`config.mk`:
```
export PLATFORM = sky130hd
export DESIGN_NAME = i2s_tx_master
export DESIGN_NICKNAME = d
export VERILOG_FILES = /design/src/rtl/i2s_tx_pkg.sv /design/src/rtl/i2s_tx_pace.sv /design/src/rtl/i2s_tx_wscnt.sv /design/src/rtl/i2s_tx_shreg.sv /design/src/rtl/i2s_tx_fetch.sv /design/src/rtl/i2s_tx_master.sv
export SDC_FILE = /design/constraint.sdc
export NUM_CORES = 1
export LEC_CHECK = 0
export BUFFER_PORTS_ARGS = -buffer_cell sky130_fd_sc_hd__buf_2
export CAP_MARGIN = 30
export CORE_MARGIN = 3
export CORE_UTILIZATION = 50
export CTS_CLUSTER_SIZE = 24
export DETAILED_ROUTE_END_ITERATION = 10
export PLACE_DENSITY = 0.7
export SLEW_MARGIN = 15
export SYNTH_ARGS = -nofsm -noshare
export SYNTH_HDL_FRONTEND = slang
export SYNTH_SLANG_ARGS = --single-unit
```
`constraint.sdc`:
```
create_clock -name clk -period 7.28 [get_ports clk]
set_input_delay 1.456 -clock clk [delete_from_list [all_inputs] [get_ports clk]]
set_output_delay 1.456 -clock clk [all_outputs]
set_load 0.005 [all_outputs]
```
`src/rtl/i2s_tx_pkg.sv`:
```
package i2s_tx_pkg;

  typedef enum logic [1:0] {
    ST_IDLE = 2'd0,
    ST_LEAD = 2'd1,
    ST_RUN  = 2'd2
  } tx_state_e;

  // Terminal count of the half-bit counter for a given word width.
  function automatic int unsigned half_term(input int unsigned wbits);
    return 2 * wbits - 1;
  endfunction

  // Width needed to hold half-bit indices 0 .. half_term(wbits).
  function automatic int unsigned half_bits(input int unsigned wbits);
    return $clog2(2 * wbits);
  endfunction

  // Fetch window: the last bit period of a word (two half-bit slots).
  function automatic bit fetch_open(input int unsigned hb, input int unsigned term);
    return (hb + 1) >= term;
  endfunction

endpackage

```
`src/rtl/i2s_tx_pace.sv`:
```
// Half-bit enable: pulses every second system clock while active.
// Combined with bit 0 of the half-bit counter it yields a divide-by-four bit clock.
module i2s_tx_pace (
  input  logic clk,
  input  logic rst_n,
  input  logic clr,
  output logic half_tick
);
  logic sub_q;

  always_ff @(posedge clk or negedge rst_n) begin
    if (!rst_n)   sub_q <= 1'b0;
    else if (clr) sub_q <= 1'b0;
    else          sub_q <= ~sub_q;
  end

  assign half_tick = sub_q;
endmodule

```
`src/rtl/i2s_tx_wscnt.sv`:
```
// Increment-and-wrap half-bit counter with a word-select toggle flop.
module i2s_tx_wscnt
  import i2s_tx_pkg::*;
#(
  parameter int unsigned WORD_BITS = 16,
  localparam int unsigned TERM = half_term(WORD_BITS),
  localparam int unsigned HBW  = half_bits(WORD_BITS)
) (
  input  logic           clk,
  input  logic           rst_n,
  input  logic           clr,
  input  logic           adv,
  input  logic           jump,
  output logic [HBW-1:0] hb,
  output logic           ws,
  output logic           wrap
);
  localparam logic [HBW-1:0] TERM_V = HBW'(TERM);

  logic [HBW-1:0] hb_q;
  logic           ws_q;

  assign wrap = adv && !jump && (hb_q == TERM_V);

  always_ff @(posedge clk or negedge rst_n) begin
    if (!rst_n) begin
      hb_q <= '0;
      ws_q <= 1'b0;
    end else if (clr) begin
      hb_q <= '0;
      ws_q <= 1'b0;
    end else if (jump || wrap) begin
      hb_q <= '0;
      ws_q <= ~ws_q;
    end else if (adv) begin
      hb_q <= hb_q + 1'b1;
    end
  end

  assign hb = hb_q;
  assign ws = ws_q;
endmodule

```
`src/rtl/i2s_tx_shreg.sv`:
```
// MSB-first output shifter.
module i2s_tx_shreg #(
  parameter int unsigned WORD_BITS = 16
) (
  input  logic                 clk,
  input  logic                 rst_n,
  input  logic                 clr,
  input  logic                 load,
  input  logic [WORD_BITS-1:0] ld_val,
  input  logic                 shift,
  output logic                 msb
);
  logic [WORD_BITS-1:0] sh_q;

  always_ff @(posedge clk or negedge rst_n) begin
    if (!rst_n)     sh_q <= '0;
    else if (clr)   sh_q <= '0;
    else if (load)  sh_q <= ld_val;
    else if (shift) sh_q <= {sh_q[WORD_BITS-2:0], 1'b0};
  end

  assign msb = sh_q[WORD_BITS-1];
endmodule

```
`src/rtl/i2s_tx_fetch.sv`:
```
// One-word holding stage between the sample stream and the shifter,
// with the zero-fill choice and the sticky underflow flag.
module i2s_tx_fetch #(
  parameter int unsigned WORD_BITS = 16
) (
  input  logic                 clk,
  input  logic                 rst_n,
  input  logic                 clr,
  input  logic                 window,
  input  logic                 load,
  input  logic                 s_valid,
  input  logic [WORD_BITS-1:0] s_data,
  output logic                 s_ready,
  output logic [WORD_BITS-1:0] ld_val,
  output logic                 ld_empty,
  output logic                 underflow
);
  logic                 held_q;
  logic [WORD_BITS-1:0] hold_q;
  logic                 uf_q;
  logic                 accept;

  assign s_ready  = window && !held_q;
  assign accept   = s_valid && s_ready;
  assign ld_empty = !held_q && !accept;

  always_comb begin
    if (held_q)      ld_val = hold_q;
    else if (accept) ld_val = s_data;
    else             ld_val = '0;
  end

  always_ff @(posedge clk or negedge rst_n) begin
    if (!rst_n) begin
      held_q <= 1'b0;
      hold_q <= '0;
    end else if (clr || load) begin
      held_q <= 1'b0;
    end else if (accept) begin
      held_q <= 1'b1;
      hold_q <= s_data;
    end
  end

  always_ff @(posedge clk or negedge rst_n) begin
    if (!rst_n)                 uf_q <= 1'b0;
    else if (load && ld_empty)  uf_q <= 1'b1;
  end

  assign underflow = uf_q;
endmodule

```
`src/rtl/i2s_tx_master.sv`:
```
module i2s_tx_master
  import i2s_tx_pkg::*;
#(
  parameter int unsigned WORD_BITS = 16
) (
  input  logic                 clk,
  input  logic                 rst_n,
  input  logic                 tx_en,
  input  logic                 s_valid,
  input  logic [WORD_BITS-1:0] s_data,
  output logic                 s_ready,
  output logic                 sck,
  output logic                 sd,
  output logic                 ws,
  output logic                 underflow
);
  localparam int unsigned TERM = half_term(WORD_BITS);
  localparam int unsigned HBW  = half_bits(WORD_BITS);

  tx_state_e st_q;

  // Named internal events, also observed by the checker.
  logic                 active;
  logic                 half_tick;
  logic                 lead_done;
  logic                 wrap;
  logic                 load_stb;
  logic                 load_empty;
  logic                 shift_stb;
  logic                 window;
  logic [HBW-1:0]       hb;
  logic                 ws_int;
  logic                 msb;
  logic [WORD_BITS-1:0] ld_val;

  assign active    = tx_en && (st_q != ST_IDLE);
  assign lead_done = tx_en && (st_q == ST_LEAD) && half_tick && hb[0];
  assign load_stb  = lead_done || wrap;
  assign shift_stb = tx_en && (st_q == ST_RUN) && half_tick && hb[0] && !wrap;
  assign window    = tx_en && ((st_q == ST_LEAD) ||
                               ((st_q == ST_RUN) && fetch_open(int'(hb), TERM)));

  always_ff @(posedge clk or negedge rst_n) begin
    if (!rst_n)      st_q <= ST_IDLE;
    else if (!tx_en) st_q <= ST_IDLE;
    else begin
      unique case (st_q)
        ST_IDLE: st_q <= ST_LEAD;
        ST_LEAD: if (lead_done) st_q <= ST_RUN;
        default: st_q <= ST_RUN;
      endcase
    end
  end

  i2s_tx_pace u_pace (
    .clk       (clk),
    .rst_n     (rst_n),
    .clr       (!active),
    .half_tick (half_tick)
  );

  i2s_tx_wscnt #(.WORD_BITS(WORD_BITS)) u_wscnt (
    .clk   (clk),
    .rst_n (rst_n),
    .clr   (!active),
    .adv   (active && half_tick),
    .jump  (lead_done),
    .hb    (hb),
    .ws    (ws_int),
    .wrap  (wrap)
  );

  i2s_tx_fetch #(.WORD_BITS(WORD_BITS)) u_fetch (
    .clk       (clk),
    .rst_n     (rst_n),
    .clr       (!active),
    .window    (window),
    .load      (load_stb),
    .s_valid   (s_valid),
    .s_data    (s_data),
    .s_ready   (s_ready),
    .ld_val    (ld_val),
    .ld_empty  (load_empty),
    .underflow (underflow)
  );

  i2s_tx_shreg #(.WORD_BITS(WORD_BITS)) u_shreg (
    .clk    (clk),
    .rst_n  (rst_n),
    .clr    (!active),
    .load   (load_stb),
    .ld_val (ld_val),
    .shift  (shift_stb),
    .msb    (msb)
  );

  assign sck = (st_q == ST_RUN) ? hb[0] : 1'b1;
  assign sd  = (st_q == ST_RUN) && msb;
  assign ws  = ws_int;
endmodule

```
After elaboration in Yosys (flattened, before gate mapping)
Cells that the tools add are included.
{"block": "op_classes", "addsub": 2, "n_lt_le_gt_ge": 1, "n_eq_ne": 7, "mux": 17, "n_bitwise": 3, "n_reduce_logical": 30}
{"operator": "two-way mux 16 bit", "count": 5}
{"operator": "logical AND 1 bit", "count": 18}
{"operator": "two-way mux 5 bit", "count": 3}
{"operator": "adder 5 x 1 -> 6 bit, second input constant", "count": 1}
{"operator": "greater-or-equal comparator 6 x 5 -> 1 bit, second input constant", "count": 1}
{"operator": "two-way mux 1 bit", "count": 6}
{"operator": "!= test 3 x 1 -> 1 bit, second input constant", "count": 2}
{"operator": "adder 5 x 1 -> 5 bit, second input constant", "count": 1}
{"operator": "== test 5 bit, second input constant", "count": 1}
{"operator": "zero test 1 bit", "count": 5}
{"operator": "two-way mux 2 bit", "count": 2}
{"operator": "case mux 2 bit (2 select lines)", "count": 1}
{"operator": "nonzero test 2 bit", "count": 2}
{"operator": "logical OR 1 bit", "count": 3}
{"operator": "!= test 3 x 2 -> 1 bit, second input constant", "count": 1}
{"operator": "inverter 1 bit", "count": 3}
{"operator": "== test 2 x 1 -> 1 bit, second input constant", "count": 1}
{"operator": "== test 2 bit, second input constant", "count": 1}
{"operator": "zero test 2 bit", "count": 1}
{"operator": "!= test 2 x 1 -> 1 bit, second input constant", "count": 1}
{"operator": "AND reduction 2 bit", "count": 1}
{"block": "totals", "regBits": 43, "input_bits": 20, "output_inout_bits": 5}

Longest topological paths before layout
{"block": "depth", "ltp_word": 12, "mapped_depth": 10, "ltp_nobuf": 8}

Modules after synthesis
From an unflattened synthesis, not the netlist that was laid out.
{"block": "hier_totals", "cells_unflattened": 185, "hier_area_um2": 2237.1}
{"mod": "i2s_tx_fetch", "n_inst": 1, "cells_per_inst": 62, "area_per_inst_um2": 897.1, "seq_area_each_um2": 450.4}
{"mod": "i2s_tx_shreg", "n_inst": 1, "cells_per_inst": 71, "area_per_inst_um2": 844.6, "seq_area_each_um2": 400.4}
{"mod": "i2s_tx_wscnt", "n_inst": 1, "cells_per_inst": 30, "area_per_inst_um2": 310.3, "seq_area_each_um2": 150.1}
{"mod": "i2s_tx_master", "n_inst": 1, "cells_per_inst": 20, "area_per_inst_um2": 156.4, "seq_area_each_um2": 50.0}
{"mod": "i2s_tx_pace", "n_inst": 1, "cells_per_inst": 2, "area_per_inst_um2": 28.8, "seq_area_each_um2": 25.0}

Worst setup path before layout
Ideal clock, no wire load.
{"block": "synth_path", "path_kind": "reg-to-output", "start": "register u_wscnt.hb_q[1], in the netlist u_wscnt.hb[1]", "end": "output port s_ready", "arrival_ps": 1942, "slack_ps": 3882, "stages_incl_launch_ff": 8, "n_path_buf": 0, "cell_sequence": "dfrtp_1 -> ha_1 -> and3_1 -> ha_1 -> nand2_1 -> or4b_4 -> a21oi_1 -> o211a_1"}
{"block": "synth_via", "elab_chain_len": 6}
{"element": "start, declared", "line_no": "i2s_tx_wscnt.sv:20", "text": "logic [HBW-1:0] hb_q;"}
{"element": "start signal, assigned", "line_no": "i2s_tx_wscnt.sv:36", "text": "hb_q <= hb_q + 1'b1;"}
{"element": "adder 5 x 1 -> 6 bit", "line_no": "i2s_tx_pkg.sv:21", "text": "return (hb + 1) >= term;"}
{"element": "greater-or-equal comparator 6 x 5 -> 1 bit", "line_no": "i2s_tx_pkg.sv:21"}
{"element": "logical AND 1 bit", "line_no": "i2s_tx_master.sv:41", "text": "((st_q == ST_RUN) && fetch_open(int'(hb), TERM)));"}
{"element": "logical OR 1 bit", "line_no": "i2s_tx_master.sv:40", "text": "assign window = tx_en && ((st_q == ST_LEAD) ||"}
{"element": "logical AND 1 bit", "line_no": "i2s_tx_master.sv:40"}
{"element": "logical AND 1 bit", "line_no": "i2s_tx_fetch.sv:23", "text": "assign s_ready = window && !held_q;"}
{"element": "end, declared", "line_no": "i2s_tx_master.sv:11", "text": "output logic s_ready,"}
Every way passes these cells.

Worst setup path after layout
{"block": "layout_path", "start": "register u_wscnt.hb_q[0], in the netlist u_wscnt.hb[0]", "end": "output port s_ready"}
The elaborated chain is that of the path after synthesis.

==> results.yml <==
die:
  start_util_pct: 53.3
  rows: 23
  io_pins: 25
  die_height_um: 72.3
  core_area_um2: 4120
  design.die.area_um2: 5220
  fp.dieW_um: 72.3
finish:
  nets: 259
  post_route_cells_drive_above_1_share_pct: 20.3
  n_fill_cell: 365
  final_area_um2: 2450
  antenna-diode-count: 0
  synthToLayoutAreaGrowth_pct: 11.5
timing:
  slew_viol_final: 0
  rsz0062_at_grt: "false"
  clock_skew_ns: 0.00888
  fin_tns_setup_ns: 0
  max_freq_mhz: 250
  tightest_slew_ns: 0.902
  period_share_pct: 54.9
  setup_viol: 0
  slew_headroom_pct: 39.3
  final_hold_viol_count: 0
  min_period_ns: 4.00
synth:
  ys_seq_elements: 43
  yosys_warnings: 0
  synth_area_per_cell_um2: 10.4
  synth_seq_area_share_pct: 49.0
  yosysMostFrequentCell: "dfrtp_1"
  synthFlopType: "dfrtp_1"
  syn_area_um2: 2190
  yosys.area.top_type_share_pct: 49.0
  synth_top_area_cell: "dfrtp_1"
  ys_types: 42
  synthesis.nets: 235
  postSynthCellCount: 212
  synth_edf_count: 0
  synthTopCellsByArea: "dfrtp_1 49%, a2bb2oi_1 5.2%, mux2_1 5.1%, a21oi_1 4.6%, o31ai_1 4.4%"
  yosys-top-cells-count: "43 x dfrtp_1, 20 x a21oi_1, 20 x inv_1"
  async_flop_share_pct: 100
setup_path:
  critPathSlowestCell: "or4b_4"
  endpoint_kind: "output port"
  crit_fanout: 10
  r2r_cells: 8
  crit_family: "simple AND/OR/NAND/NOR gates"
  worstPathCellList: "ha_1 -> and3_1 -> ha_1 -> nand2_1 -> or4b_4 -> a21oi_1 -> o211a_1 -> buf_2"
  required_ns: 5.82
  cpPeakStageDelay_ns: 0.54
  r2r-start: "u_wscnt.hb[0]"
  path_buf_inv: 1
  worstSetupPathType: "flop to output port"
  r2r-end: "u_fetch.hold_q[1]"
  path_common_cell: "ha_1"
  arrival_ns: 2.54
  cp-start-kind: "flop"
  reg2reg_slack_ns: 4.20
global_route:
  grt_max_degree: 31
  gr-total-overflow: 0
  antenna_found_initial: 0
  track_usage_pct: 18.9
  grt_pass1_vias: 1627
  grt_pass1_wl_um: 7670
clocking:
  clk_pin_slew_ns: 0.08
  cts_buffers: 5
  ctsHoldBuffers: 0
  cts_resized: 0
  cts_root_buffer: "clkbuf_8"
  cts_buffer_depth: 2
  clk_latency_ns: 0.29
  cts_tree: "done"
  numClockSinks: 43
  postCtsSetupRepairBufs: 0
  htreeDepth: 2
drt:
  first_pass_iters: 4
  drc: 0
  ant_nets: 0
  viasPerCell: 5.68
  via_count: 1630
  drt_iter0_drc: 69
  finalWirelength_um: 4410
  wl_per_cell_um: 15.4
place:
  io_buffer_count: 24
  gp_congestion: 0.779
  place_area_um2: 2370
  dpl.hpwl_um: 3080
worst_hold_path:
  worstHoldPathCells: 1
  min-delay-path-class: "flop to flop"
  hp-start: "u_wscnt.ws"
  holdPathEnd: "u_wscnt.ws"
power:
  p_leak_uw: 0.00114
  power-per-cell-area_nw_per_um2: 193
  power.total_uw: 472
  ir_worst_vdd_v: 0.000117
outcome:
  status: "completed"
job:
  drv_cap: 0
## power breakdown
group	internal, µW	total [µW]	switching, µW
clock	67.4	145	77.7
combinational	24.9	47.4	22.5
sequential	264	280	15.7
## sequential cells by signal (all words and copies together) (netlist names)
name / count
st_q: 2
u_fetch.held_q: 1
u_fetch.hold_q: 16
u_fetch.underflow: 1
u_pace.half_tick: 1
u_shreg.sh_q: 16
u_wscnt.hb: 5
u_wscnt.ws: 1
## per-layer routing
metal | wire [µm] | up-vias | GRT usage (%)
met5 | 0 | - | 0
met2 | 2060 | 24 | 30.4
met4 | 51 | 0 | 6.26
met3 | 137 | 5 | 4.16
li1 | - | 812 | -
met1 | 2160 | 789 | 25.5
## logic make-up after synthesis
| family | synth area share (%) |
|---|---|
| AO/OA/AOI/OAI | 24.5 |
| flip-flops | 49.0 |
| buffers and inverters | 6.44 |
| AND/OR/NAND/NOR | 7.13 |
| multiplexers | 9.58 |
| XOR/XNOR | 1.60 |
| adder cells (fa/ha/maj) | 1.71 |
## metrics by stage
step | utilization, % | instances | hold slack (ns) | setup slack, ns
after floorplan | - | 212 | 0.456 | 3.88
after CTS | 59.5 | 287 | 0.481 | 3.27
final | 59.5 | 287 | 0.476 | 3.28
after global routing | 59.5 | 287 | 0.504 | 3.11
after global placement | 56.9 | 277 | 0.458 | 3.67
after detailed placement | 57.5 | 279 | 0.468 | 3.61
## how the worst max path moves through the flow
stage / start / end / slack (ns) / cells past startpoint
after floorplan: u_wscnt.hb[1] / s_ready / 3.88 / 7
after global placement: u_wscnt.hb[0] / s_ready / 3.67 / 8
after detailed placement: u_wscnt.hb[0] / s_ready / 3.61 / 8
after CTS: u_wscnt.hb[0] / s_ready / 3.27 / 8
after global routing: u_wscnt.hb[0] / s_ready / 3.11 / 8
final: u_wscnt.hb[0] / s_ready / 3.28 / 8
## layout by cell type, fill, tap and decap left out, drive strengths merged, types with 2 or more instances in the layout
cell type,count
mux2i,3
nor2,8
a21boi,2
dfrtp,43
nor2b,3
o211a,2
a31oi,2
a211oi,2
ha,3
nand2b,2
a21oi,20
o21ai,18
xnor2,2
nand4,2
clkbuf,7
o211ai,2
xor2,2
nand2,7
a2bb2oi,13
buf,30
mux2,16
o31ai,13
inv,20
## area by class of cell
type	instances	area (µm²)	share of cell area, %
Clock inverter	1	5.00	0.204
Clock buffer	7	76.3	3.12
Multi-Input combinational cell	136	977	39.9
Inverter	20	75.1	3.07
Timing Repair Buffer	30	175	7.16
Tap cell	50	62.6	2.56
Sequential cell	43	1080	44.0
(Power assumes the default switching activity.)
